$ cat src/rtl/mpb_pkg.sv
package mpb_pkg;
  typedef struct packed {
    logic loadPage;
    logic stageLow;
    logic latchHigh;
    logic selPage;
    logic selLow;
    logic selHigh;
  } ctrlStrb_t;
endpackage

$ cat src/rtl/mpb_ctrl.sv
module mpb_ctrl
  import mpb_pkg::*;
#(
  parameter int unsigned PHY_W     = 5,
  parameter int unsigned REG_W     = 5,
  parameter int unsigned WIN_SEL_W = 3,
  parameter int unsigned PAGE_PHY  = 'h18
) (
  input  logic [PHY_W-1:0] reqPhy,
  input  logic [REG_W-1:0] reqReg,
  input  logic             reqWr,
  input  logic             reqRd,
  output ctrlStrb_t        strb,
  output logic             busWe,
  output logic             busRe
);
  localparam int unsigned TAG_W = PHY_W - WIN_SEL_W;
  localparam logic [TAG_W-1:0] WIN_TAG = TAG_W'(1) << (TAG_W - 1);

  logic winHit;
  logic pageHit;
  logic isHigh;

  assign winHit  = (reqPhy[PHY_W-1 -: TAG_W] == WIN_TAG);
  assign pageHit = (reqPhy == PHY_W'(PAGE_PHY)) && (reqReg == '0);
  assign isHigh  = reqReg[0];

  always_comb begin
    strb  = '0;
    busWe = 1'b0;
    busRe = 1'b0;
    if (reqWr) begin
      if (winHit && !isHigh) strb.stageLow = 1'b1;
      if (winHit && isHigh)  busWe = 1'b1;
      if (pageHit)           strb.loadPage = 1'b1;
    end else if (reqRd) begin
      if (winHit && !isHigh) begin
        busRe          = 1'b1;
        strb.latchHigh = 1'b1;
        strb.selLow    = 1'b1;
      end
      if (winHit && isHigh) strb.selHigh = 1'b1;
      if (pageHit)          strb.selPage = 1'b1;
    end
  end
endmodule

$ cat src/rtl/mpb_dpath.sv
module mpb_dpath
  import mpb_pkg::*;
#(
  parameter int unsigned PAGE_W    = 10,
  parameter int unsigned PHY_W     = 5,
  parameter int unsigned REG_W     = 5,
  parameter int unsigned WIN_SEL_W = 3,
  parameter int unsigned HALF_W    = 16,
  localparam int unsigned LSB_W    = $clog2(2 * HALF_W / 8),
  localparam int unsigned ADDR_W   = PAGE_W + WIN_SEL_W + (REG_W - 1) + LSB_W
) (
  input  logic                clk,
  input  logic                rstN,
  input  ctrlStrb_t           strb,
  input  logic [PHY_W-1:0]    reqPhy,
  input  logic [REG_W-1:0]    reqReg,
  input  logic [HALF_W-1:0]   reqWdata,
  input  logic [2*HALF_W-1:0] busRdata,
  output logic [ADDR_W-1:0]   busAddr,
  output logic [2*HALF_W-1:0] busWdata,
  output logic [HALF_W-1:0]   reqRdata
);
  logic [PAGE_W-1:0] pageQ;
  logic [HALF_W-1:0] stageQ;
  logic [HALF_W-1:0] snapQ;

  always_ff @(posedge clk) begin
    if (!rstN) begin
      pageQ  <= '0;
      stageQ <= '0;
      snapQ  <= '0;
    end else begin
      if (strb.loadPage)  pageQ  <= reqWdata[PAGE_W-1:0];
      if (strb.stageLow)  stageQ <= reqWdata;
      if (strb.latchHigh) snapQ  <= busRdata[2*HALF_W-1:HALF_W];
    end
  end

  assign busAddr  = {pageQ, reqPhy[WIN_SEL_W-1:0], reqReg[REG_W-1:1], {LSB_W{1'b0}}};
  assign busWdata = {reqWdata, stageQ};

  always_comb begin
    reqRdata = '1;
    if (strb.selLow)  reqRdata = busRdata[HALF_W-1:0];
    if (strb.selHigh) reqRdata = snapQ;
    if (strb.selPage) reqRdata = HALF_W'(pageQ);
  end
endmodule

$ cat src/rtl/mdio_page_bridge.sv
module mdio_page_bridge
  import mpb_pkg::*;
#(
  parameter int unsigned PAGE_W    = 10,
  parameter int unsigned PHY_W     = 5,
  parameter int unsigned REG_W     = 5,
  parameter int unsigned WIN_SEL_W = 3,
  parameter int unsigned HALF_W    = 16,
  parameter int unsigned PAGE_PHY  = 'h18,
  localparam int unsigned LSB_W    = $clog2(2 * HALF_W / 8),
  localparam int unsigned ADDR_W   = PAGE_W + WIN_SEL_W + (REG_W - 1) + LSB_W
) (
  input  logic                clk,
  input  logic                rstN,
  input  logic [PHY_W-1:0]    reqPhy,
  input  logic [REG_W-1:0]    reqReg,
  input  logic [HALF_W-1:0]   reqWdata,
  input  logic                reqWr,
  input  logic                reqRd,
  output logic [HALF_W-1:0]   reqRdata,
  output logic [ADDR_W-1:0]   busAddr,
  output logic [2*HALF_W-1:0] busWdata,
  output logic                busWe,
  output logic                busRe,
  input  logic [2*HALF_W-1:0] busRdata
);
  ctrlStrb_t strb;

  mpb_ctrl #(
    .PHY_W(PHY_W), .REG_W(REG_W), .WIN_SEL_W(WIN_SEL_W), .PAGE_PHY(PAGE_PHY)
  ) u_ctrl (
    .reqPhy(reqPhy), .reqReg(reqReg), .reqWr(reqWr), .reqRd(reqRd),
    .strb(strb), .busWe(busWe), .busRe(busRe)
  );

  mpb_dpath #(
    .PAGE_W(PAGE_W), .PHY_W(PHY_W), .REG_W(REG_W),
    .WIN_SEL_W(WIN_SEL_W), .HALF_W(HALF_W)
  ) u_dpath (
    .clk(clk), .rstN(rstN), .strb(strb), .reqPhy(reqPhy), .reqReg(reqReg),
    .reqWdata(reqWdata), .busRdata(busRdata), .busAddr(busAddr),
    .busWdata(busWdata), .reqRdata(reqRdata)
  );

  localparam int unsigned WIN_LO = 1 << (PHY_W - 1);
  localparam int unsigned WIN_HI = WIN_LO + (1 << WIN_SEL_W) - 1;

  logic inWin;
  logic outRange;
  logic pageWr;
  assign inWin    = (int'(reqPhy) >= WIN_LO) && (int'(reqPhy) <= WIN_HI);
  assign outRange = (int'(reqPhy) < WIN_LO) || (int'(reqPhy) > PAGE_PHY) ||
                    ((int'(reqPhy) == PAGE_PHY) && (reqReg != '0));
  assign pageWr   = reqWr && (int'(reqPhy) == PAGE_PHY) && (reqReg == '0);

  p_low_wr_staged_r4: assert property (@(posedge clk) disable iff (!rstN)
    (reqWr && inWin && !reqReg[0]) |-> !busWe);

  p_high_wr_pairs_r4: assert property (@(posedge clk) disable iff (!rstN)
    (reqWr && inWin && reqReg[0] && $past(reqWr && inWin && !reqReg[0]))
      |-> (busWe && busWdata[HALF_W-1:0] == $past(reqWdata)));

  p_high_rd_snapshot_r6: assert property (@(posedge clk) disable iff (!rstN)
    (reqRd && inWin && reqReg[0] && $past(busRe))
      |-> (!busRe && reqRdata == $past(busRdata[2*HALF_W-1:HALF_W])));

  p_out_of_range_r7: assert property (@(posedge clk) disable iff (!rstN)
    ((reqWr || reqRd) && outRange)
      |-> (!busWe && !busRe && (!reqRd || reqRdata == '1)));

  p_page_to_addr_r3: assert property (@(posedge clk) disable iff (!rstN)
    ((busWe || busRe) && $past(pageWr))
      |-> (busAddr[ADDR_W-1 -: PAGE_W] == $past(reqWdata[PAGE_W-1:0])));
endmodule

$ cat config.mk
export PLATFORM = sky130hd
export DESIGN_NAME = mdio_page_bridge
export DESIGN_NICKNAME = d
export VERILOG_FILES = /design/src/rtl/mpb_pkg.sv /design/src/rtl/mpb_ctrl.sv /design/src/rtl/mpb_dpath.sv /design/src/rtl/mdio_page_bridge.sv
export SDC_FILE = /design/constraint.sdc
export NUM_CORES = 1
export LEC_CHECK = 0
export ABC_AREA = 1
export ABC_CLOCK_PERIOD_IN_PS = 1150
export BUFFER_PORTS_ARGS = -buffer_cell sky130_fd_sc_hd__buf_4
export CAP_MARGIN = 20
export CORE_ASPECT_RATIO = 2
export CORE_UTILIZATION = 43
export DETAILED_ROUTE_END_ITERATION = 12
export PLACE_DENSITY_LB_ADDON = 0.2
export SYNTH_ARGS = -nofsm -noshare
export SYNTH_HDL_FRONTEND = slang
export SYNTH_SLANG_ARGS = --single-unit
$ cat constraint.sdc
create_clock -name clk -period 1.15 [get_ports clk]
set_clock_uncertainty 0.05 [all_clocks]
set_input_delay 0.0575 -clock clk [delete_from_list [all_inputs] [get_ports clk]]
set_output_delay 0.0575 -clock clk [all_outputs]
set_load 0.005 [all_outputs]
After elaboration in Yosys (flattened, before gate mapping)
Cells that the tools add are included.
{"block": "word_totals", "ff_bits": 42, "latch_bits": 0, "mem_bits_rw": 0, "romBits": 0, "in_bits": 62, "mem_count": 0}
{"block": "op_classes", "add_sub_neg": 0, "multipliers": 0, "div": 0, "magnitude_cmp": 0, "n_eq_ne": 2, "n_shift": 0, "mux": 12, "bitwise_logic": 0, "reduce_logical": 5}
{"op": "2-to-1 mux 16 bit", "count": 3}
{"op": "2-to-1 mux 4 bit", "count": 2}
{"op": "2-to-1 mux 1 bit", "count": 6}
{"op": "== test 5 bit (second input constant)", "count": 1}
{"op": "logical NOT 5 bit", "count": 1}
{"op": "logical AND 1 bit", "count": 3}
{"op": "== test 2 bit (second input constant)", "count": 1}
{"op": "2-to-1 mux 2 bit", "count": 1}
{"op": "logical NOT 1 bit", "count": 1}

Longest topological paths before layout
Gate-level depths: netlist (run 1).
{"block": "depth", "word_depth": 8, "ltp_mapped": 9}

Cells and area by module
A second synthesis (run 1) with hierarchy kept.
{"block": "hier_totals", "hier_cells": 323, "area_unflattened_um2": 2120.8}
{"module": "mpb_dpath", "n_inst": 1, "cells_per_inst": 302, "area_each_um2": 2015.7, "seq_area_each_um2": 840.8}
{"module": "mpb_ctrl", "n_inst": 1, "cells_per_inst": 21, "area_each_um2": 105.1, "seq_area_each_um2": 0.0}

Least setup slack after synthesis (run 1)
No wires, ideal clock.
{"block": "synth_path", "kind": "in2reg", "startpoint": "input port reqReg[0]", "endpoint": "register u_dpath.pageQ[0]", "setup_ps": 115, "t_arrival_ps": 715, "required_time_ps": 985, "setup_slack_ps": 270, "path_stages": 6, "n_path_buf": 0, "path_cell_list": "nor2_1 > nand2_1 > nor2_2 > nand4_1 > nand2_1 > nor2_1"}
{"block": "synth_via", "elab_chain_cells": 4}
{"item": "start, declared", "line_no": "mdio_page_bridge.sv:16", "source": "input logic [REG_W-1:0] reqReg,"}
{"item": "logical NOT 5 bit", "line_no": "mpb_ctrl.sv:25", "source": "assign pageHit = (reqPhy == PHY_W'(PAGE_PHY)) && (reqReg == '0);"}
{"item": "logical AND 1 bit", "line_no": "mpb_ctrl.sv:25"}
{"item": "2-to-1 mux 1 bit", "line_no": "mpb_ctrl.sv:35", "source": "if (pageHit) strb.loadPage = 1'b1;"}
{"item": "2-to-1 mux 2 bit", "line_no": "mpb_ctrl.sv:32", "source": "if (reqWr) begin"}
{"item": "end signal, assigned", "line_no": "mpb_dpath.sv:33", "source": "if (strb.loadPage) pageQ <= reqWdata[PAGE_W-1:0];"}
{"item": "end, declared", "line_no": "mpb_dpath.sv:23", "source": "logic [PAGE_W-1:0] pageQ;"}
No other way between the ends.
A chain may end at the register's enable or synchronous reset.

Final worst setup path (run 1)
{"block": "layout_path", "startpoint": "input port reqWr", "endpoint": "output port busWe"}
{"block": "layout_via", "elab_chain_cells": 1}
{"item": "start, declared", "line_no": "mdio_page_bridge.sv:18", "source": "input logic reqWr,"}
{"item": "2-to-1 mux 1 bit", "line_no": "mpb_ctrl.sv:32"}
{"item": "end, declared", "line_no": "mdio_page_bridge.sv:23", "source": "output logic busWe,"}
No other way between the ends.

==> metrics.cfg, run 1 <==
[cells_and_area]
nets=531
drive_above_1_share=0.449
syn2layout_area_growth_pct=74.5
instances_no_fill=527
n_fill_cell=362
antenna_cells=0
seqCellArea_um2=853
final_core_util=0.782
multiInputGateArea_um2=1100

[grt]
grt_pass1_wl_mm=10.1
antenna_found_initial=0
grt_usage=0.249
grt_max_degree=43
grt_pass1_vias=2396
grt-ovfl-total=0

[setup_path]
critPathLaunchType=input port
cp.required_ps=1040
crit_path_end_kind=output port
worstSetupPathType=input port to output port
critPathMaxFanout=21
critical_path_arrival_ps=1040

[logic_synthesis]
ys_seq_area_frac=0.386
yosys_warnings=0
synth.avg_cell_area_um2=6.77
synth.area.top_cells=dfxtp_1, nor2_1, buf_4, nand2_1, o21ai_0
yosysUniqueCellTypes=26
synth_largest_area_cell=dfxtp_1
ys_ff_latch=42
syn_inst=322
netlist.area_leader.share=0.386
netlist_area_um2=2180

[routing]
vias=2575
antenna_left=0
drtPass1Iterations=4
dr.first_iter.drc_count=39
viasPerCell=4.89
drcViolationCount=0
wirelength_mm=7.25
wl_per_cell_um=13.7

[clock_tree]
clock_latency_ps=290
clock-root-buffer=clkbuf_8
clkTransAtPathRegs_ps=90
cts.sinks=42
cts_max_path_buffers=2
numCtsBuffers=5
h-tree-depth=2
cts_tree=yes

[timing]
hold_violations=0
clock.fmax_ghz=0.874
hold_slack_ps=4.37
drv_slew=0
finalSetupViolations=0
grt_setup_unrepaired=true
period_share=0.995
min_period_ps=1140

[power]
power_density_nw_per_um2=937
power.leakage_uw=0.00181
total_power_uw=3560
peakVddDrop_uv=973

[hold_path]
hold_path_class=input port to flip-flop

[floorplanning]
die_width_um=52.3
coreArea_um2=4860
die_area_um2=5370
io-pin-count=131
start_util=0.448
dieHeight_um=103
num_rows=36

[run]
maxCapViolations=0

[placed_design]
dp_hpwl_mm=4.50
dp_cells=482
portBuffers=128
place.gp.congestion=0.827

[run_status]
status=completed

power by group:
group	switching, uW	leakage [uW]	internal, uW
Clock	538	0.0000683	870
Sequential	17.7	0.000345	1490
Combinational	263	0.00140	386
Total	819	0.00181	2740
area by class of cell:
class | count | area share
clock buffers | 5 | 0.0181
clock inverters | 3 | 0.0181
inverters | 19 | 0.0201
multi-input cells | 221 | 0.290
flip-flops and latches | 42 | 0.224
well taps | 57 | 0.0188
repair buffers | 179 | 0.409
repair inverters | 1 | 0.00132
routing by layer:
metal  share of wire  wire length (um)  vias to the layer above  track usage
met4           0.021               151                        0       0.0870
met5               0                 0                        -            0
met3           0.053               385                       12       0.0531
li1                -                 -                     1291            -
met1            0.35              2530                     1173        0.226
met2            0.58              4180                       99        0.502
timing repair:
item	CTS	global route
gates cloned	0	3
resized for setup	6	51
setup endpoints to repair	16	16
pin swaps	0	24
setup buffers	0	3
hold buffers	31	0
hold endpoints to repair	31	0
cell families (layout without fill, tap and decap cells):
| kind of cell | count (synthesis) | count (layout) | synth area share |
|---|---|---|---|
| compound gates | 58 | 58 | 0.144 |
| buf+inv | 60 | 207 | 0.161 |
| flops | 42 | 42 | 0.386 |
| other cells | 1 | 2 | 0.00172 |
| simple gates | 161 | 161 | 0.308 |
cell usage after synthesis:
| cell | n |
|---|---|
| nand2_2 | 1 |
| a21oi_2 | 4 |
| dfxtp_1 | 42 |
| nand3_2 | 2 |
| inv_1 | 15 |
| a21oi_1 | 16 |
| o22ai_1 | 6 |
| nor3_2 | 1 |
| nor2_4 | 1 |
| o21ai_1 | 4 |
| nand4_1 | 10 |
| clkbuf_1 | 5 |
| buf_4 | 28 |
| nor4_1 | 1 |
| clkbuf_2 | 1 |
| nor2_2 | 4 |
| buf_6 | 2 |
| buf_2 | 3 |
| o21ai_0 | 28 |
| clkinv_2 | 1 |
| inv_2 | 2 |
| nor2_1 | 96 |
| nand2_1 | 45 |
| conb_1 | 1 |
| buf_1 | 2 |
| clkinv_1 | 1 |
flip-flops by register name, summed over array words and instances (netlist names):
register / flops
u_dpath.snapQ: 16
u_dpath.stageQ: 16
u_dpath.pageQ: 10
worst max-delay path: stages:
cell    delay (ps)
buf_4          100
buf_4          230
inv_1          120
nor4_1         350
buf_4          180
final timing paths:
kind,startpoint,end,slack (ps),depth (start not counted)
min,reqWdata[9],u_dpath.stageQ[9],4,3
max,reqWr,busWe,6,5
max reg2reg,u_dpath.stageQ[11],u_dpath.stageQ[11],440,2
min reg2reg,u_dpath.snapQ[2],u_dpath.snapQ[2],430,2
metrics by stage:
stage | instance area, um^2 | setup TNS, ps | setup WS (ps)
2_1_floorplan | 2180 | 0 | 270
3_5_place_dp | 3110 | -659 | -70.2
6_report | 3800 | 0 | 5.53
5_1_grt | 3800 | -381 | -53.8
3_3_place_gp | 3110 | -22.3 | -11.6
4_1_cts | 3580 | 0 | 7.89
placed cells by master, fill, tap and decap left out:
master / n
buf_6: 6
nor3_4: 1
inv_1: 15
dfxtp_2: 10
nor2_1: 81
dlygate4sd3_1: 31
nand2_2: 13
clkinv_1: 1
conb_1: 2
clkinv_4: 2
buf_4: 133
a21oi_1: 16
clkinv_2: 1
clkbuf_16: 2
buf_12: 5
nand4_1: 10
o21ai_1: 4
o22ai_1: 6
a21oi_2: 4
nor2_4: 7
clkbuf_8: 5
nand2_1: 32
inv_2: 2
nand3_2: 2
buf_8: 2
nor2_2: 13
o21ai_0: 28
nor4_1: 1
dfxtp_1: 32
bufinv_16: 2
nand2_4: 1
Power figures use the tool's default switching activity.
==> inputs of run 2 (changes only) <==
--- a/config.mk
+++ b/config.mk
@@ -8,11 +8,11 @@
 export ABC_AREA = 1
 export ABC_CLOCK_PERIOD_IN_PS = 1150
 export BUFFER_PORTS_ARGS = -buffer_cell sky130_fd_sc_hd__buf_4
-export CAP_MARGIN = 20
-export CORE_ASPECT_RATIO = 2
+export CORE_ASPECT_RATIO = 0.9
 export CORE_UTILIZATION = 43
 export DETAILED_ROUTE_END_ITERATION = 12
 export PLACE_DENSITY_LB_ADDON = 0.2
+export SETUP_SLACK_MARGIN = 0.4
 export SYNTH_ARGS = -nofsm -noshare
 export SYNTH_HDL_FRONTEND = slang
 export SYNTH_SLANG_ARGS = --single-unit
==> run 2 against run 1 <==
Compared with the run above: the run now ends with negative hold slack, negative setup slack left; worst setup slack got worse by 290 ps; fmax fell by 20%; critical path depth rose by 5; clock power fell by 33%; die area fell by 0.31%; wire length rose by 67%; via count rose by 27%; power fell by 6.4%; final cell count rose by 4.9%; first-iteration DRC count rose to 11 times the previous value.
==> metrics.cfg, run 2 (synthesis gave the netlist of run 1 again) <==
[run_status]
status=finished, violations left
violations=negative hold slack, negative setup slack

[setup_path]
critPathLaunchType=input port
critPathMaxFanout=8  ; -62%
worstSetupPathType=input port to output port
crit_path_end_kind=output port
r2r_start=u_dpath.stageQ[7]
r2r_end=u_dpath.stageQ[7]
critical_path_arrival_ps=1330  ; +290 ps
cp.required_ps=1040  ; about the same
ff2ff_setup_slack_ps=320  ; -120 ps
worst-r2r-cell-count=3  ; +1

[power]
p_comb_frac=0.262  ; +0.080
power_density_nw_per_um2=748  ; -20%
switching_share=0.288  ; +0.0576
power.leakage_uw=0.00203  ; +12%
internal_power_uw=2370  ; -13%
p_seq_frac=0.453  ; +0.031
peakVddDrop_uv=857  ; -12%
power_frac_clock=0.285  ; -0.111
p_switching_uw=959  ; +17%

[routing]
wl_per_cell_um=21.9  ; +59%
vias=3263  ; +27%
route.layer.met1.wl_mm=4.21  ; +67%
wirelength_mm=12.1  ; +67%
dr.first_iter.drc_count=419  ; +970%
antenna_left=0  ; unchanged
drtPass1Iterations=5  ; +1
viasPerCell=5.90  ; +21%
top_layer=met4
drcViolationCount=0  ; unchanged
wl_met3_mm=1.43  ; +270%
wl_met2_mm=5.52  ; +32%

[grt]
grt_pass1_vias=2820  ; +18%
antenna_found_initial=0  ; unchanged
grt-ovfl-total=0  ; unchanged
grt_usage=0.315  ; +0.0664
grt_max_degree=43  ; unchanged
grt_pass1_wl_mm=13.4  ; +32%

[cells_and_area]
antenna_cells=0  ; unchanged
most-common-layout-cells=buf_4, nor2_1, buf_6
final_common_cell=buf_4
nets=550  ; +3.6%
reg.largest.list=u_dpath.snapQ: 16 flops, u_dpath.stageQ: 16 flops, u_dpath.pageQ: 10 flops
final_core_util=0.916  ; +0.135
syn2layout_area_growth_pct=104
drive_above_1_share=0.611  ; +0.162
instances_no_fill=553  ; +4.9%

[placed_design]
dp_cells=489  ; +1.5%
portBuffers=128  ; unchanged
post-place-ws_ps=-77.1  ; -6.96 ps
dp_hpwl_mm=4.46  ; -0.73%
place.gp.congestion=0.798  ; -3.5%

[clock_tree]
cts_max_path_buffers=2  ; unchanged
clock_latency_ps=300  ; about the same
h-tree-depth=2  ; unchanged
numCtsBuffers=5  ; unchanged
clkTransAtPathRegs_ps=70  ; -20 ps
cts_tree=yes
cts.sinks=42  ; unchanged
clock-root-buffer=clkbuf_8

[floorplanning]
num_rows=24  ; -33%
io-pin-count=131  ; unchanged
die_width_um=77.0  ; +47%
start_util=0.448  ; unchanged
dieHeight_um=69.5  ; -32%
coreArea_um2=4860  ; unchanged
die_area_um2=5360  ; -0.31%

[hold_path]
worstHoldPathCells=3  ; unchanged
hold_end=u_dpath.snapQ[14]
hold_path_class=input port to flip-flop
hold_start=busRdata[30]

[run]
maxCapViolations=0  ; unchanged

[timing]
finalSetupViolations=22  ; +22
tightest_slew_ps=612
hold_slack_ps=-50.6  ; -55.0 ps
slew-limit-headroom=0.592
min_period_ps=1440  ; +294 ps
period_share=1.25  ; +0.256
clock.fmax_ghz=0.695  ; -20%
grt_setup_unrepaired=true
drv_slew=0  ; unchanged
setup_tns_ps=-2270  ; -2270 ps
hold_violations=7  ; +7
worst_slack_ps=-289  ; -294 ps

==> run 2: final cells by class <==
cell class                      instances  area, um^2
Clock buffer                            7        76.3
Multi-Input combinational cell        223        1370
Fill cell                             171         408
Sequential cell                        42         891
Timing Repair Buffer                  197        1930
Tap cell                               65        81.3
Inverter                               19         108
==> run 2: how the worst max path moves through the flow <==
stage                     startpoint                 to  slack (ps)
detailed placement         reqPhy[4]        reqRdata[2]         -80
global placement           reqPhy[4]        reqRdata[4]         -40
floorplan                      reqRd  u_dpath.snapQ[11]         300
finish                         reqRd        reqRdata[0]        -290
CTS                 u_dpath.snapQ[2]        reqRdata[2]          30
global route                   reqRd        reqRdata[1]        -370
==> run 2: through the flow <==
| stage | power (uW) | area (um^2) |
|---|---|---|
| 2_1_floorplan | 1800 | 2360 |
| 3_3_place_gp | 2070 | 3220 |
| 3_5_place_dp | 2080 | 3220 |
| 4_1_cts | 3120 | 4010 |
| 5_1_grt | 3430 | 4460 |
| 6_report | 3330 | 4460 |
==> run 2: critical path, stage by stage <==
cell and delay [ps]:
buf_6 80, inv_2 50, nor2_4 160, buf_6 150, nand3_4 140, nor2_2 150, nor2_1 60, nand2_1 200
nand2_1 140, buf_6 140
==> run 2: metal layers <==
| metal | up-vias | track usage |
|---|---|---|
| li1 | 1340 | - |
| met1 | 1510 | 0.366 |
| met2 | 311 | 0.582 |
| met3 | 102 | 0.0513 |
| met4 | 0 | 0.107 |
| met5 | - | 0 |
==> run 2: power by group through the flow <==
stage	Combinational, uW	Clock [uW]	Sequential, uW
finish	874	950	1510
detailed placement	546	0	1540
CTS	699	915	1510
global route	910	1000	1510
global placement	537	0	1530
floorplan	261	0	1540
==> run 2: repair_timing <==
item	CTS	global route
endpoints found under the hold margin	24	7
resized for setup	109	79
pin swaps	20	38
setup buffers	21	14
setup endpoints to repair	69	85
cloned	7	2
hold buffers	10	3
==> inputs of run 3 (changes only) <==
--- a/config.mk
+++ b/config.mk
@@ -15,4 +15,5 @@
 export SETUP_SLACK_MARGIN = 0.4
 export SYNTH_ARGS = -nofsm -noshare
 export SYNTH_HDL_FRONTEND = slang
+export SYNTH_HIERARCHICAL = 1
 export SYNTH_SLANG_ARGS = --single-unit
==> run 3 against run 2 <==
Compared with the run above: the flow still finishes with violations (negative hold slack, negative setup slack); register-to-register slack lost 50 ps; sequential share of layout area is 0.23 points higher; synthesized area decreased by 2.7%; final cell count is the same.
==> metrics.cfg, run 3 <==
[run_status]
status=finished, violations left
violations=negative hold slack, negative setup slack

[logic_synthesis]
synth-async-reset-ratio=0  ; unchanged
ys_seq_area_frac=0.396  ; +0.0107
yosys_warnings=6  ; +6
synth.area.top_cells=dfxtp_1, nor2_1, o21ai_0, buf_4, nand2_1
netlist_area_um2=2120  ; -2.7%
synth_edf_count=0  ; unchanged
syn_inst=323  ; +0.31%
netlist.area_leader.share=0.396  ; +0.0107
ys_ff_latch=42  ; unchanged
synth.avg_cell_area_um2=6.57  ; -3.0%
synth_commonest_cells=nor2_1, o21ai_0, nand2_1
synth_largest_area_cell=dfxtp_1
synth_flop_cell=dfxtp_1
yosysMostFrequentCell=nor2_1
yosysUniqueCellTypes=20  ; -23%

[power]
power_density_nw_per_um2=779  ; +4.2%
peakVddDrop_uv=621  ; -27%
power.leakage_uw=0.00207  ; +2.1%
total_power_uw=3440  ; +3.3%

[cells_and_area]
antenna_cells=0  ; unchanged
instances_no_fill=553  ; unchanged
reg.largest.list=u_dpath/snapQ: 16 flops, u_dpath/stageQ: 16 flops, u_dpath/pageQ: 10 flops
most-common-layout-cells=buf_4, nor2_1, buf_6
seqCellArea_um2=893  ; +0.28%
syn2layout_area_growth_pct=108
multiInputGateArea_um2=1350  ; -2.0%
n_fill_cell=95  ; -44%
drive_above_1_share=0.623  ; +0.0126
final_common_cell=buf_4
nets=552  ; +0.36%

[setup_path]
slowest_delay_ps=350  ; +150 ps
critPathMaxFanout=2  ; -6
cpLargestDelayFamily=flip-flops
critPathLaunchType=flip-flop
critical_path_arrival_ps=1290  ; -40 ps
cpMaxStageDelayCell=dfxtp_1
crit_path_end_kind=output port
path_buf_inv=2  ; -2
cp.required_ps=1040  ; about the same
crit_top_cell=nand2_1
worstSetupPathType=flip-flop to output port
cp_cell_sequence=inv_1 -> a21oi_1 -> nand2_1 -> nand2_1 -> buf_6

[routing]
antenna_left=0  ; unchanged
wirelength_mm=11.9  ; -1.8%
drtPass1Iterations=5  ; unchanged
wl_per_cell_um=21.5  ; -1.8%
vias=3157  ; -3.2%
dr.first_iter.drc_count=408  ; -2.6%
drcViolationCount=0  ; unchanged
viasPerCell=5.71  ; -3.2%

[floorplanning]
die_area_um2=5220  ; -2.6%
num_rows=23  ; -4.2%
die_width_um=76.0  ; -1.3%
io-pin-count=131  ; unchanged
coreArea_um2=4600  ; -5.3%
start_util=0.461  ; +0.0126
dieHeight_um=68.6  ; -1.3%

[timing]
hold_violations=6  ; -1
finalSetupViolations=17  ; -23%
worst_slack_ps=-251  ; +38.1 ps
drv_slew=0  ; unchanged
tightest_slew_ps=645  ; +33.0 ps
slew-limit-headroom=0.570  ; -0.0220
hold_slack_ps=-15.8  ; +34.8 ps
clock.fmax_ghz=0.714  ; +2.7%
setup_tns_ps=-2230  ; +32.6 ps
period_share=1.22  ; -0.0331
min_period_ps=1400  ; -38.1 ps
grt_setup_unrepaired=true

[grt]
grt_max_degree=43  ; unchanged
grt_pass1_vias=2687  ; -4.7%
antenna_found_initial=0  ; unchanged
grt_pass1_wl_mm=12.7  ; -5.0%
grt-ovfl-total=0  ; unchanged
grt_usage=0.314  ; -0.000872

[clock_tree]
clock-root-buffer=clkbuf_8
clkTransAtPathRegs_ps=80  ; about the same
cts_tree=yes
h-tree-depth=2  ; unchanged
numCtsBuffers=5  ; unchanged
cts_max_path_buffers=2  ; unchanged
clock_latency_ps=300  ; about the same
cts.sinks=42  ; unchanged
cts_hold_buffers=23  ; +13

[hold_path]
hold_path_class=input port to flip-flop

[placed_design]
place.gp.congestion=0.773  ; -3.1%
portBuffers=128  ; unchanged
dp_cells=492  ; +0.61%
dp_hpwl_mm=4.32  ; -3.2%

[run]
maxCapViolations=0  ; unchanged

==> run 3: cell types whose count changed after synthesis, moves of 3 or more <==
cell,previous run,this run
o22ai_1,6,0
clkbuf_1,5,2
a21oi_1,16,10
a21oi_2,4,0
nor2_1,96,102
o21ai_0,28,45
nand4_1,10,0
inv_1,15,24
==> run 3: tightest hold or removal path, delay by kind of cell <==
| kind | cells | cell delay [ps] |
|---|---|---|
| AND/OR/NAND/NOR | 2 | 120 |
| buffers and inverters | 1 | 110 |
==> run 3: where the power goes <==
| part | leakage, uW | internal (uW) | switching [uW] | total (uW) |
|---|---|---|---|---|
| sequential | 0.000355 | 1470 | 27.7 | 1500 |
| clock | 0.0000524 | 651 | 550 | 1200 |
| combinational | 0.00166 | 420 | 325 | 745 |
==> run 3: area by class of cell <==
cell class,count,area share
repair buffers,196,0.416
clock inverters,1,0.00680
flip-flops and latches,42,0.202
repair inverters,1,0.00368
well taps,62,0.0176
multi-input cells,215,0.304
inverters,29,0.0326
clock buffers,7,0.0173
==> run 3: what timing repair did <==
item | 4_1_cts | 5_1_grt
setup endpoints to repair | 86 | 86
pin swaps | 64 | 51
buffers inserted | 18 | 6
resized for setup | 181 | 79
endpoints found under the hold margin | 41 | 9
cloned | 5 | 1
==> run 3: routing by layer <==
metal / track usage / routed length, um / part of all wire / vias to the layer above
li1: - / - / - / 1309
met4: 0.103 / 745 / 0.063 / 0
met2: 0.617 / 5750 / 0.48 / 307
met5: 0 / 0 / 0 / -
met3: 0.0737 / 1340 / 0.11 / 84
met1: 0.342 / 4040 / 0.34 / 1457
==> run 3: final timing paths <==
check / from / endpoint / slack, ps / cells after the start
worst max-delay path: u_dpath/snapQ[4] / reqRdata[4] / -250 / 5
worst min-delay path: reqWdata[0] / u_dpath/pageQ[0] / -20 / 3
worst max register to register: u_dpath/stageQ[10] / u_dpath/stageQ[10] / 270 / 3
worst min register to register: u_dpath/stageQ[12] / u_dpath/stageQ[12] / 470 / 2
==> run 3: kinds of logic (layout without fill, tap and decap cells) <==
group / after synthesis / in the layout / share of synthesized area
and+or+nand+nor: 154 / 155 / 0.283
AOI/OAI and AO/OA: 58 / 58 / 0.137
other: 1 / 2 / 0.00177
DFF: 42 / 42 / 0.396
buffers and inverters: 68 / 234 / 0.182
==> run 3: stage by stage <==
step | utilization | cell area [um^2] | setup WS [ps]
3_5_place_dp | 0.667 | 3070 | -128
6_report | 0.960 | 4420 | -251
5_1_grt | 0.960 | 4420 | -248
4_1_cts | 0.888 | 4090 | -62.5
2_1_floorplan | - | 2150 | 146
3_3_place_gp | 0.667 | 3070 | -90.7
